File: config.mk
export PLATFORM = sky130hd
export DESIGN_NAME = prefix_combiner
export DESIGN_NICKNAME = d
export VERILOG_FILES = /design/src/rtl/pfxc_pkg.sv /design/src/rtl/pfxc_hold.sv /design/src/rtl/pfxc_rules.sv /design/src/rtl/pfxc_form.sv /design/src/rtl/prefix_combiner.sv
export SDC_FILE = /design/constraint.sdc
export NUM_CORES = 1
export LEC_CHECK = 0
export BUFFER_PORTS_ARGS = -buffer_cell sky130_fd_sc_hd__buf_2
export CAP_MARGIN = 5
export CORE_ASPECT_RATIO = 1.1
export CORE_UTILIZATION = 57
export CTS_CLUSTER_SIZE = 10
export DETAILED_ROUTE_END_ITERATION = 12
export PLACE_DENSITY = 0.87
export SLEW_MARGIN = 20
export SYNTH_ARGS = -nofsm -noshare
export SYNTH_HDL_FRONTEND = slang
export SYNTH_HIERARCHICAL = 1
export SYNTH_SLANG_ARGS = --single-unit
File: constraint.sdc
create_clock -name clk -period 3.2 [get_ports clk]
set_input_delay 0.16 -clock clk [delete_from_list [all_inputs] [get_ports clk]]
set_output_delay 0.16 -clock clk [all_outputs]
set_load 0.05 [all_outputs]
File: src/rtl/pfxc_pkg.sv
package pfxc_pkg;
  localparam int WORD_W = 32;
  localparam int OPC_W  = 6;
  localparam int HI_W   = 18;
  localparam int LO_W   = 16;
  localparam int CODE_W = OPC_W + 1;
  localparam logic [OPC_W-1:0] OPC_PREFIX = 6'd1;
  localparam logic [OPC_W-1:0] OPC_SOLO_A = 6'd57;
  localparam logic [OPC_W-1:0] OPC_SOLO_B = 6'd61;

  typedef struct packed {
    logic [1:0]      kind;
    logic            sub;
    logic            pcrel;
    logic [HI_W-1:0] hi_imm;
  } pfx_fields_t;

  function automatic logic [OPC_W-1:0] major_op(input logic [WORD_W-1:0] w);
    return w[31:26];
  endfunction

  function automatic pfx_fields_t split_prefix(input logic [WORD_W-1:0] w);
    pfx_fields_t f;
    f.kind   = w[25:24];
    f.sub    = w[23];
    f.pcrel  = w[20];
    f.hi_imm = w[17:0];
    return f;
  endfunction
endpackage

File: src/rtl/pfxc_hold.sv
module pfxc_hold
  import pfxc_pkg::*;
#(
  parameter int ALO = 2,
  parameter int AHI = 5
) (
  input  logic              clk,
  input  logic              rst,
  input  logic              flush,
  input  logic              in_valid,
  input  logic [OPC_W-1:0]  opcode,
  input  pfx_fields_t       fields,
  input  logic [AHI:ALO]    abits,
  output logic              pending,
  output pfx_fields_t       held,
  output logic [AHI:ALO]    held_abits,
  output logic              emit
);
  logic capture, consume;

  assign capture = in_valid && !flush && !pending && (opcode == OPC_PREFIX);
  assign consume = in_valid && !flush && pending;
  assign emit    = in_valid && !flush && !capture;

  always_ff @(posedge clk) begin
    if (rst || flush) begin
      pending <= 1'b0;
    end else if (capture) begin
      pending <= 1'b1;
    end else if (consume) begin
      pending <= 1'b0;
    end
  end

  always_ff @(posedge clk) begin
    if (rst) begin
      held       <= '0;
      held_abits <= '0;
    end else if (capture) begin
      held       <= fields;
      held_abits <= abits;
    end
  end
endmodule

File: src/rtl/pfxc_rules.sv
module pfxc_rules
  import pfxc_pkg::*;
(
  input  logic             prefixed,
  input  logic [OPC_W-1:0] opcode,
  input  logic [1:0]       kind,
  input  logic             sub,
  output logic             sfx_ok,
  output logic             illegal
);
  logic allowed;

  always_comb begin
    unique case (kind)
      2'b00:   allowed = !sub && (opcode[5:4] == 2'b11);
      2'b10:   allowed = !sub && ((opcode[5] && (opcode < 6'd56)) || (opcode == 6'd14));
      2'b11:   allowed = !sub;
      default: allowed = 1'b0;
    endcase
  end

  assign sfx_ok  = prefixed ? allowed : 1'b1;
  assign illegal = !prefixed && ((opcode == OPC_SOLO_A) || (opcode == OPC_SOLO_B));
endmodule

File: src/rtl/pfxc_form.sv
module pfxc_form
  import pfxc_pkg::*;
#(
  parameter int AW  = 32,
  parameter int XW  = 64,
  parameter int ALO = 2,
  parameter int AHI = 5
) (
  input  logic             prefixed,
  input  logic [LO_W-1:0]  lo_imm,
  input  logic [HI_W-1:0]  hi_imm,
  input  logic             pfx_pcrel,
  input  logic [AW-1:0]    addr,
  input  logic [AHI:ALO]   pfx_abits,
  output logic [XW-1:0]    imm,
  output logic             pcrel,
  output logic [AW-1:0]    addr_o
);
  localparam int WIDE_W = HI_W + LO_W;

  logic [WIDE_W-1:0] wide;
  assign wide = {hi_imm, lo_imm};

  always_comb begin
    if (prefixed) imm = {{(XW-WIDE_W){wide[WIDE_W-1]}}, wide};
    else          imm = {{(XW-LO_W){lo_imm[LO_W-1]}}, lo_imm};
  end

  assign pcrel = prefixed && pfx_pcrel;

  always_comb begin
    addr_o = addr;
    if (prefixed) addr_o[AHI:ALO] = pfx_abits;
  end
endmodule

File: src/rtl/prefix_combiner.sv
module prefix_combiner
  import pfxc_pkg::*;
#(
  parameter int AW  = 32,
  parameter int XW  = 64,
  parameter int ALO = 2,
  parameter int AHI = 5
) (
  input  logic              clk,
  input  logic              rst,
  input  logic              flush,
  input  logic              in_valid,
  input  logic [31:0]       in_word,
  input  logic [AW-1:0]     in_addr,
  output logic              out_valid,
  output logic [31:0]       out_word,
  output logic [6:0]        out_code,
  output logic [XW-1:0]     out_imm,
  output logic              out_pcrel,
  output logic              out_sfx_ok,
  output logic              out_illegal,
  output logic [AW-1:0]     out_addr
);
  logic [OPC_W-1:0] opcode;
  pfx_fields_t      fields, held;
  logic [AHI:ALO]   held_abits;
  logic             pending, emit;
  logic             nx_ok, nx_ill, nx_pcrel;
  logic [XW-1:0]    nx_imm;
  logic [AW-1:0]    nx_addr;

  assign opcode = major_op(in_word);
  assign fields = split_prefix(in_word);

  pfxc_hold #(.ALO(ALO), .AHI(AHI)) u_hold (
    .clk(clk), .rst(rst), .flush(flush), .in_valid(in_valid),
    .opcode(opcode), .fields(fields), .abits(in_addr[AHI:ALO]),
    .pending(pending), .held(held), .held_abits(held_abits), .emit(emit)
  );

  pfxc_rules u_rules (
    .prefixed(pending), .opcode(opcode), .kind(held.kind), .sub(held.sub),
    .sfx_ok(nx_ok), .illegal(nx_ill)
  );

  pfxc_form #(.AW(AW), .XW(XW), .ALO(ALO), .AHI(AHI)) u_form (
    .prefixed(pending), .lo_imm(in_word[15:0]), .hi_imm(held.hi_imm),
    .pfx_pcrel(held.pcrel), .addr(in_addr), .pfx_abits(held_abits),
    .imm(nx_imm), .pcrel(nx_pcrel), .addr_o(nx_addr)
  );

  always_ff @(posedge clk) begin
    if (rst) out_valid <= 1'b0;
    else     out_valid <= emit;
  end

  always_ff @(posedge clk) begin
    if (rst) begin
      out_word    <= '0;
      out_code    <= '0;
      out_imm     <= '0;
      out_pcrel   <= 1'b0;
      out_sfx_ok  <= 1'b0;
      out_illegal <= 1'b0;
      out_addr    <= '0;
    end else if (emit) begin
      out_word    <= in_word;
      out_code    <= {opcode, pending};
      out_imm     <= nx_imm;
      out_pcrel   <= nx_pcrel;
      out_sfx_ok  <= nx_ok;
      out_illegal <= nx_ill;
      out_addr    <= nx_addr;
    end
  end
endmodule

==> summary.txt, run 1 <==
GRT
  – Antenna violations before repair: 0
  – Total gr overflow: 0
  – Gr usage total: a little under a quarter
  – Largest net degree at the start of global routing: 100
  – First-pass GRT wire length: between 20 and 25 mm
  – Vias in the first global route: about 4800

Drt
  – Via Count: 4904
  – DR DRC count: 0
  – Final wirelength: 14.6 mm
  – Initial DRT Pass Iterations: 6
  – Routed vias/inst: around 5
  – ANT nets after route: 0
  – WL/cell: about 15 um
  – Detailed router's first-iteration violation count: between 200 and 250

Worst setup path
  – Slowest cell on the critical path: dlygate4sd3_1
  – Startpoint Class: primary input
  – Worst setup EP type: register
  – Worst EP required: approximately 3.5 ns
  – Max incr delay on CP: roughly 0.54 ns
  – Critical path arrival: between 2 and 2.5 ns
  – CP Cell Sequence: dlygate4sd3_1 > buf_2 > nor3b_2 > and3_4 > nor3_2 > buf_12 > mux2i_1 > nor2_1
  – Maximum fanout along the worst path: just over 70
  – WP buf/inv: 3
  – CP Class: primary input to register
  – Crit path max-delay family: buffers and inverters

Die
  – Initial Util: 58.2%
  – Die Footprint: about 13000 um2
  – Die X-Extent: ~110 um
  – I/O pin count: a little over 200
  – Core footprint: approximately 12000 um2
  – Rows: between 40 and 50
  – Die Span Y: around 120 um

Timing
  – Clk_skew: roughly 0.0068 ns
  – Worst-Margin Slew: around 0.86 ns
  – Max_slew headroom: between 40 and 50%
  – Fmax: 0.494 GHz
  – Final Cycle Share: 63.3%
  – Tmin final: between 2 and 2.5 ns
  – Slew Limit Fails: 0
  – Fin. Hold Viols: 0
  – RSZ-0062 raised after global routing: false
  – Worst Slack Setup Final: 1.18 ns
  – Setup tns final: 0 ns
  – Final setup violation count: 0

Layout
  – Most frequent cells in the layout: 205 x buf_2, 160 x dfxtp_1, 158 x mux2i_1, 132 x nor2_1, 52 x nand2b_1
  – Share of cells above drive strength 1: about a third
  – Nets: 885
  – Synthesis-to-finish area growth: 19.9%
  – Fillers: 839
  – Commonest non-fill, non-tap cell in the layout: buf_2
  – Non-filler cells, final: around 980
  – Finished layout cell area: between 8000 and 9000 um2
  – ANT cells: 0

Pwr
  – P per Cell Area: 591 nW/um2
  – Leak: 3.79 nW
  – Max VDD drop: 0.451 mV

Synthesis
  – Yosys top cell area share: roughly 46%
  – Ys Warns: 6
  – Post-Syn Area: approximately 7000 um2
  – Seq/Total Area, Yosys: 45.9%
  – Synth area leaders: dfxtp_1 46%, mux2i_1 23%, buf_4 9.5%, nor2_1 7.1%, nand2b_1 4.7%
  – Synth area leader: dfxtp_1
  – Netlist cell types: 26
  – EDFF count, synth: 0
  – Ys async rst share: 0%
  – Post-Syn Nets: roughly 730
  – Mean Syn Cell Area: between 10 and 15 um2
  – Yosys reg bits: 160
  – Post-synth top flop: dfxtp_1
  – Post-synthesis cell count: between 600 and 700

Clock tree
  – CTS buffer count: 17
  – Clock Sinks: 160
  – CTS H-tree depth: 4
  – Clock Pin Slew Worst Setup and Hold Paths: ~0.060 ns
  – Clock root buffer: clkbuf_16
  – Post-CTS sizing: 0
  – CTS tree: done
  – Clk_lat worst skew: roughly 0.42 ns
  – Maximum clock path buffer count: 2

Place
  – Post-Place Setup Slack: approximately 1.3 ns
  – Post-DP Area: about 7300 um2
  – Hpwl dp: about 8.5 mm
  – I/O Buffers: about 200
  – DP Cell Count: roughly 910
  – Gp weighted congestion: approximately 0.74

Min path
  – HP Class: primary input to register

Run status
  – Outcome: finished clean

Flow run
  – Max-Cap Viols: 0
[worst register-to-register path, delay by kind of cell, from the launching register on]
family | cells | cell delay, ns
simple gates | 4 | 0.59
buf+inv | 1 | 0.43
flops | 1 | 0.38
mux | 1 | 0.34
[registers in the layout, summed over array words and instances, names as in the netlist]
name / cells
out_pcrel: 1
out_addr: 32
u_hold/pending: 1
u_hold/held: 22
u_hold/held_abits: 4
out_valid: 1
out_illegal: 1
out_sfx_ok: 1
out_code: 1
out_imm: 64
out_word: 32
[stage by stage]
step                hold slack (ns)  total power [mW]  util, %
detailed placement            0.381              2.86     61.2
finish                       0.0178              4.94     69.9
global route                 0.0189              5.12     69.9
global placement              0.377              2.85     61.2
CTS                         0.00115              4.97     69.9
floorplan                     0.239              2.77        -
[power by group]
group | total (mW) | switching (mW) | internal [mW]
logic | 0.751 | 0.506 | 0.245
registers | 2.12 | 0.0429 | 2.07
clock network | 2.08 | 0.788 | 1.29
total | 4.94 | 1.34 | 3.61
[path summary, 6_finish.rpt]
kind                                startpoint             end  slack [ns]  depth (start not counted)
worst max-delay path               in_word[26]     out_imm[29]        1.18                          8
worst min register to register  u_hold/held[8]  u_hold/held[8]        0.47                          2
worst min-delay path               in_word[21]    out_word[21]        0.02                          3
worst max register to register  u_hold/pending     out_imm[29]        1.33                          6
[cells by family (layout without fill, tap and decap cells)]
kind of cell | count (synthesis) | after routing | synth area share [%]
AND/OR/NAND/NOR | 198 | 198 | 13.6
AO/OA/AOI/OAI | 3 | 3 | 0.376
multiplexers | 180 | 180 | 26.2
flip-flops | 160 | 160 | 45.9
buffers and inverters | 122 | 289 | 14.0
[cell type report]
type | count | area, um2 | share of cell area [%]
flip-flops and latches | 160 | 3200 | 38.3
inverters | 1 | 3.75 | 0.0448
well taps | 154 | 193 | 2.30
repair buffers | 256 | 1550 | 18.6
clock buffers | 23 | 478 | 5.71
multi-input cells | 381 | 2810 | 33.5
clock inverters | 9 | 131 | 1.57
[metal layers]
layer  routed length [um]  share of wire, %  global-route usage [%]  up-vias
met3                  874               6.0                    7.92       29
met2                 7350                50                    40.6      152
met1                 6100                42                    26.2     2304
li1                     -                 -                       -     2419
met5                    0                 0                       0        -
met4                  287               2.0                    9.42        0
[Yosys cell counts (2+ instances only)]
library cell	instances
buf_12	9
buf_2	2
buf_4	88
buf_6	2
buf_8	2
clkbuf_1	18
dfxtp_1	160
mux2_2	22
mux2i_1	158
nand2b_1	52
nor2_1	132
nor2b_1	2
nor3_1	3
[timing repair]
item                      in CTS  in global routing
setup buffers                  0                  0
hold endpoints to repair      47                  0
hold buffers                  43                  0
(Power assumes the default switching activity.)
==> run 2, diff against run 1 <==
Settings changed: ABC_AREA from default to 1, CORE_UTILIZATION 57 to 54, PLACE_DENSITY 0.87 to 0.82.
Clock period 3.2 ns to 1.93 ns, I/O delays scaled along.
==> run 2 against run 1 <==
- the flow now finishes with violations (hold timing)
- critical endpoint is now out_illegal
- clock skew is 0.0012 ns lower
- count of clock-buffer cells in the layout down 6
- non-clock buffer count increased by 19
- sequential share of layout area is 3.8 points lower
- synthesized cell count increased by 78%
- critical path type unchanged
- area after synthesis increased by 8.4%
- wire length is 17% higher
- largest cell class unchanged
- sequential cell count unchanged
- critical path depth up 5
- utilization shrank 2.2 points
==> summary.txt, run 2 <==
Run status
  – Outcome: finished with violations
  – Failing checks: hold timing

Layout
  – Top reg by flops: out_imm
  – Finished layout cell area: 9300 um2 (+11%)
  – Synthesis-to-finish area growth: 22.9%
  – Share of cells above drive strength 1: 19.8% (-13 points)
  – Nets: 1406 (+59%)
  – Commonest non-fill, non-tap cell in the layout: nand2_1
  – Regs by FF count: out_imm x64, out_addr x32, out_word x32
  – Max reg flops: 64 (unchanged)
  – Most frequent cells in the layout: 344 x nand2_1, 324 x nor2_1, 206 x buf_2, 166 x inv_1, 160 x dfxtp_1

Synthesis
  – Cell with the most instances after synthesis: nand2_1
  – Post-synthesis cell count: 1180 (+78%)
  – Mux cell area share after synthesis: 0% (-26 points)
  – Netlist cell types: 22 (-15%)
  – Post-Synth Adder-Cell Area: 0% (unchanged)
  – Post-Syn Nets: 1248 (+71%)
  – Post-Syn Area: 7570 um2 (+8.4%)
  – Post-synth top flop: dfxtp_1
  – Synth area leader: dfxtp_1
  – Post-Synth XOR/XNOR Area: 0% (unchanged)
  – Ys async rst share: 0% (unchanged)
  – EDFF count, synth: 0 (unchanged)
  – Ys Warns: 6 (unchanged)
  – Mean Syn Cell Area: 6.41 um2 (-39%)
  – Yosys reg bits: 160 (unchanged)
  – Yosys top cell area share: 42.3% (-3.6 points)
  – Synth area leaders: dfxtp_1 42%, nand2_1 17%, nor2_1 16%, inv_1 8.2%, buf_4 8.1%
  – Seq/Total Area, Yosys: 42.3% (-3.6 points)
  – Commonest cells in the netlist: 344 x nand2_1, 325 x nor2_1, 166 x inv_1
  – Largest family of logic cells by synthesized area: simple AND/OR/NAND/NOR gates
  – Synth Area in Compound Gates: 0.165% (-0.21 points)
  – Synth Area in Simple Gates: 37.1% (+24 points)

GRT
  – Antenna violations before repair: 1 (+1)
  – Vias in the first global route: 6229 (+31%)
  – Gr usage total: 24.1% (+0.56 points)
  – Total gr overflow: 0 (unchanged)
  – First-pass GRT wire length: 27.8 mm (+20%)
  – Largest net degree at the start of global routing: 65 (-35%)

Die
  – Die Span Y: 126 um (+6.9%)
  – I/O pin count: 207 (unchanged)
  – Rows: 45 (+7.1%)
  – Die Footprint: 14500 um2 (+14%)
  – Core footprint: 13700 um2 (+15%)
  – Initial Util: 55.1% (-3.2 points)
  – Die X-Extent: 115 um (+6.8%)

Clock tree
  – CTS buffer count: 17 (unchanged)
  – CTS H-tree depth: 4 (unchanged)
  – CTS tree: done
  – Clock Sinks: 160 (unchanged)
  – Clk_lat worst skew: 0.43 ns (about the same)
  – Maximum clock path buffer count: 2 (unchanged)
  – Clock root buffer: clkbuf_16
  – Clock Pin Slew Worst Setup and Hold Paths: 0.06 ns (about the same)

Pwr
  – Leak: 5.23 nW (+38%)
  – Max VDD drop: 0.654 mV (+45%)
  – P per Cell Area: 930 nW/um2 (+58%)

Timing
  – Worst-Margin Slew: 0.703 ns (-0.160 ns)
  – RSZ-0062 raised after global routing: false
  – Final setup violation count: 0 (unchanged)
  – Fin. Hold Viols: 1 (+1)
  – Fin Hold WS: -0.00255 ns (-0.0203 ns)
  – Clk_skew: 0.00559 ns (-0.00121 ns)
  – Setup tns final: 0 ns (unchanged)
  – Final Cycle Share: 84.9%
  – Tmin final: between 1.5 and 2 ns
  – Slew Limit Fails: 0 (unchanged)
  – Fmax: just over 0.6 GHz
  – Max_slew headroom: 52.9% (+10 points)

Drt
  – WL/cell: 11.1 um (-25%)
  – Initial DRT Pass Iterations: 5 (-1)
  – Via Count: 6769 (+38%)
  – ANT nets after route: 0 (unchanged)
  – Final wirelength: 17.1 mm (+17%)
  – Routed vias/inst: 4.40 (-12%)
  – DR DRC count: 0 (unchanged)
  – Detailed router's first-iteration violation count: 354 (+58%)

Worst setup path
  – CP Class: primary input to register
  – R2R setup slack: 0.34 ns (-0.99 ns)
  – Startpoint Class: primary input
  – Worst setup EP type: register
  – Critical path arrival: 1.96 ns (-0.34 ns)
  – Worst EP required: 2.25 ns (-1.23 ns)
  – Maximum fanout along the worst path: 49 (-31%)

Place
  – Post-DP Area: 8160 um2 (+11%)
  – I/O Buffers: 206 (unchanged)
  – Hpwl dp: 10.8 mm (+28%)
  – Gp weighted congestion: 0.811 (+9.2%)

Flow run
  – Max-Cap Viols: 0 (unchanged)

Min path
  – HP Class: primary input to register
-- run 2: path summary, 6_finish.rpt --
| path | start | endpoint | cells after the start |
|---|---|---|---|
| worst max register to register | u_hold/pending | u_hold/held[1] | 7 |
| worst min register to register | out_imm[17] | out_imm[17] | 2 |
| worst max-delay path | flush | out_illegal | 13 |
| worst min-delay path | in_addr[22] | out_addr[22] | 5 |
-- run 2: final cells by class --
| cell class | instances | area (um2) |
|---|---|---|
| multi-input cells | 711 | 2820 |
| inverters | 173 | 652 |
| fillers | 1177 | 4440 |
| clock inverters | 15 | 170 |
| diodes | 1 | 2.50 |
| clock buffers | 17 | 425 |
| well taps | 188 | 235 |
| flip-flops and latches | 160 | 3200 |
| repair buffers | 275 | 1780 |
-- run 2: per-stage QoR --
step                      total power, mW  utilization (%)  hold WS, ns  instances  worst slack, ns
final                                8.65             67.7     -0.00255       1540            0.291
after floorplan                      4.98                -        0.168       1180            0.305
after global routing                 9.01             67.7       0.0165       1540            0.172
after global placement               5.24             59.4        0.361       1453            0.410
after detailed placement             5.26             59.4        0.373       1453            0.367
after CTS                            8.71             67.7     0.000266       1539            0.303
-- run 2: critical path, stage by stage --
cell and delay [ns]:
dlygate4sd3_1 0.52, buf_2 0.11, inv_1 0.04, nand2_2 0.13
inv_2 0.06, nand3_2 0.11, nor2_8 0.04, nor2_4 0.16
buf_12 0.19, buf_12 0.22, nand2_1 0.10, nand2_1 0.11
nor2_1 0.06
-- run 2: routing by layer --
metal,GRT usage (%),wire length [um]
met1,28.0,7510
met2,41.0,8090
met3,7.36,1110
met4,9.32,363
met5,0,0
-- run 2: kinds of logic after synthesis --
| logic type | count (synthesis) |
|---|---|
| AOI/OAI and AO/OA | 2 |
| and+or+nand+nor | 709 |
| buffers and inverters | 309 |
| DFF | 160 |
-- run 2: timing repair --
action                    in CTS  in global routing
hold buffers                  54                  0
hold endpoints to repair      63                  0
setup buffers                  0                  0
gates resized for setup        0                  0
-- run 2: report_power, final --
group	internal, mW	switching (mW)
Sequential	3.49	0.0913
Clock	2.02	1.34
Combinational	0.483	1.22
Total	6.00	2.65
==> run 3, diff against run 2 <==
Settings changed: CORE_UTILIZATION 54 to 48, PLACE_DENSITY 0.82 to 0.77.
Clock period 1.93 ns to 1.44 ns, I/O delays scaled along.
==> run 3 against run 2 <==
- highest routed layer unchanged
- clock skew grew 0.0055 ns
- combinational power is 65% higher
- non-clock buffer count is 55 higher
- critical path depth fell by 3
- count of clock-buffer cells in the layout rose by 6
- the flow finishes with violations (setup timing)
- power rose by 48%
- wire length grew 31%
- die area up 12%
- clock power grew 53%
==> summary.txt, run 3 (synthesized netlist as in run 2, its figures left out) <==
GRT
  – Gr usage total: 22.1% (-2.0 points)
  – Largest net degree at the start of global routing: 53 (-18%)
  – Antenna violations before repair: 2 (+1)
  – Vias in the first global route: 6157 (-1.2%)
  – First-pass GRT wire length: 28.6 mm (+2.9%)
  – Total gr overflow: 0 (unchanged)

Pwr
  – P per Cell Area: 1170 nW/um2 (+26%)
  – Flop pwr share: 37.8% (-3.6 points)
  – Switching share of power: 30.1% (-0.60 points)
  – Max VDD drop: 0.856 mV (+31%)
  – Leak: 5.97 nW (+14%)
  – Int Pwr: 8.94 mW (+49%)
  – Clk pwr share: 40.1% (+1.2 points)
  – Comb pwr share: 22.1% (+2.4 points)
  – Psw: 3.84 mW (+45%)

Timing
  – Clk_skew: 0.0111 ns (+0.00552 ns)
  – Setup tns final: -0.602 ns (-0.602 ns)
  – Final Cycle Share: 108%
  – Final setup violation count: 30 (+30)
  – Slew Limit Fails: 0 (unchanged)
  – Worst Slack Setup Final: -0.113 ns (-0.403 ns)
  – Worst-Margin Slew: 0.408 ns (-0.295 ns)
  – RSZ-0062 raised after global routing: true
  – Max_slew headroom: 72.8% (+20 points)
  – Fmax: 0.644 GHz
  – Fin. Hold Viols: 0 (-1)
  – Tmin final: roughly 1.6 ns

Die
  – Die Footprint: 16300 um2 (+12%)
  – Rows: 47 (+4.4%)
  – I/O pin count: 207 (unchanged)
  – Die X-Extent: 122 um (+6.0%)
  – Die Span Y: 134 um (+6.0%)
  – Core footprint: 15200 um2 (+11%)
  – Initial Util: 49.7% (-5.4 points)

Drt
  – Met3 routed WL: 1.25 mm (+12%)
  – Detailed router's first-iteration violation count: 458 (+29%)
  – Final wirelength: 22.4 mm (+31%)
  – WL/cell: 13.9 um (+26%)
  – WL met1: 9.15 mm (+22%)
  – DR WL met2: 11.2 mm (+38%)
  – Via Count: 7558 (+12%)
  – DR DRC count: 0 (unchanged)
  – ANT nets after route: 0 (unchanged)
  – Routed vias/inst: 4.71 (+7.2%)
  – Initial DRT Pass Iterations: 7 (+2)
  – Top Metal Used: met4

Layout
  – Max reg flops: 64 (unchanged)
  – Top reg by flops: out_imm
  – Synthesis-to-finish area growth: 44.4%
  – Non-filler cells, final: 1604 (+4.2%)
  – Regs by FF count: out_imm x64, out_addr x32, out_word x32
  – Most frequent cells in the layout: 251 x nand2_1, 248 x nor2_1, 205 x buf_2, 166 x inv_1, 159 x dfxtp_1
  – Nets: 1461 (+3.9%)
  – Commonest non-fill, non-tap cell in the layout: nand2_1
  – Share of cells above drive strength 1: 34.4% (+15 points)

Worst setup path
  – CP Cell Sequence: nor2_4 > nand3_4 > nor2_8 > nor2_4 > buf_12 > buf_12 > clkbuf_16 > nand2_2 > nand2_1 > nor2_1
  – Crit path depth: 10 (-3)
  – Worst EP required: 1.77 ns (-0.48 ns)
  – Reg2reg path depth: 10 (+3)
  – WP buf/inv: 3 (-3)
  – Max incr delay on CP: 0.35 ns (-0.17 ns)
  – Slowest cell on the critical path: dfxtp_4
  – CP Class: register to register
  – Critical path arrival: 1.89 ns (-0.07 ns)
  – Worst setup EP type: register
  – Startpoint Class: register
  – Maximum fanout along the worst path: 10 (-80%)
  – Crit path max-delay family: simple AND/OR/NAND/NOR gates

Min path
  – Hold path cells: 5 (unchanged)
  – HP Class: primary input to register

Clock tree
  – Clk_lat worst skew: 0.42 ns (about the same)
  – CTS H-tree depth: 4 (unchanged)
  – Clock Sinks: 160 (unchanged)
  – Maximum clock path buffer count: 2 (unchanged)
  – Clock Pin Slew Worst Setup and Hold Paths: 0.06 ns (about the same)
  – CTS tree: done
  – CTS buffer count: 17 (unchanged)
  – Clock root buffer: clkbuf_16

Place
  – I/O Buffers: 206 (unchanged)
  – Hpwl dp: 11.4 mm (+5.5%)
  – DP Cell Count: 1477 (+1.7%)
  – Gp weighted congestion: 0.818 (+0.93%)

Flow run
  – Max-Cap Viols: 0 (unchanged)

Run status
  – Outcome: finished with violations
  – Failing checks: setup timing
==> run 3: worst min-delay path, stage by stage <==
cell and delay, ns:
buf_2 0.15, inv_1 0.06, nand2_1 0.04, nand2_1 0.05, nor2_1 0.04
==> run 3: what timing repair did <==
item | in CTS | in global routing
setup endpoints to repair | 0 | 124
hold buffers | 61 | 0
endpoints found under the hold margin | 81 | 0
gates resized for setup | 0 | 224
buffers inserted | 0 | 4
==> run 3: power by group through the flow <==
stage                     combinational, mW  clock [mW]  sequential (mW)
after CTS                              2.34        5.19             4.80
after detailed placement               2.21           0             4.89
after global placement                 2.18           0             4.88
final                                  2.83        5.13             4.83
after global routing                   3.00        5.38             4.86
after floorplan                       0.978           0             5.75
==> run 3: area by class of cell <==
type,count,area (um2)
Antenna cell,2,5.00
Sequential cell,160,3210
Multi-Input combinational cell,711,3420
Timing Repair Buffer,330,2710
Fill cell,1137,4310
Clock inverter,9,175
Tap cell,196,245
Clock buffer,23,499
Inverter,173,657
==> run 3: stage by stage <==
stage | instance area [um2] | total power, mW | hold slack (ns) | util, % | worst slack, ns
final | 10900 | 12.8 | 0.0340 | 71.7 | -0.113
after global routing | 10900 | 13.2 | 0.0603 | 71.7 | -0.136
after CTS | 9610 | 12.3 | 0.00583 | 63.1 | 0.0243
after detailed placement | 8320 | 7.10 | 0.346 | 54.6 | 0.0454
after global placement | 8320 | 7.07 | 0.342 | 54.6 | 0.0968
after floorplan | 7740 | 6.72 | 0.143 | - | -0.0168
==> run 3: final timing paths <==
check	slack, ns	endpoint	startpoint
min	0.03	out_word[15]	in_word[15]
max	-0.11	out_addr[15]	u_hold/pending
max reg2reg	-0.11	out_addr[15]	u_hold/pending
min reg2reg	0.46	out_imm[34]	out_imm[34]
==> run 3: per-layer routing <==
metal | global-route usage, % | vias up
li1 | - | 3765
met1 | 27.1 | 3466
met2 | 35.8 | 266
met3 | 6.04 | 61
met4 | 9.95 | 0
met5 | 0 | -
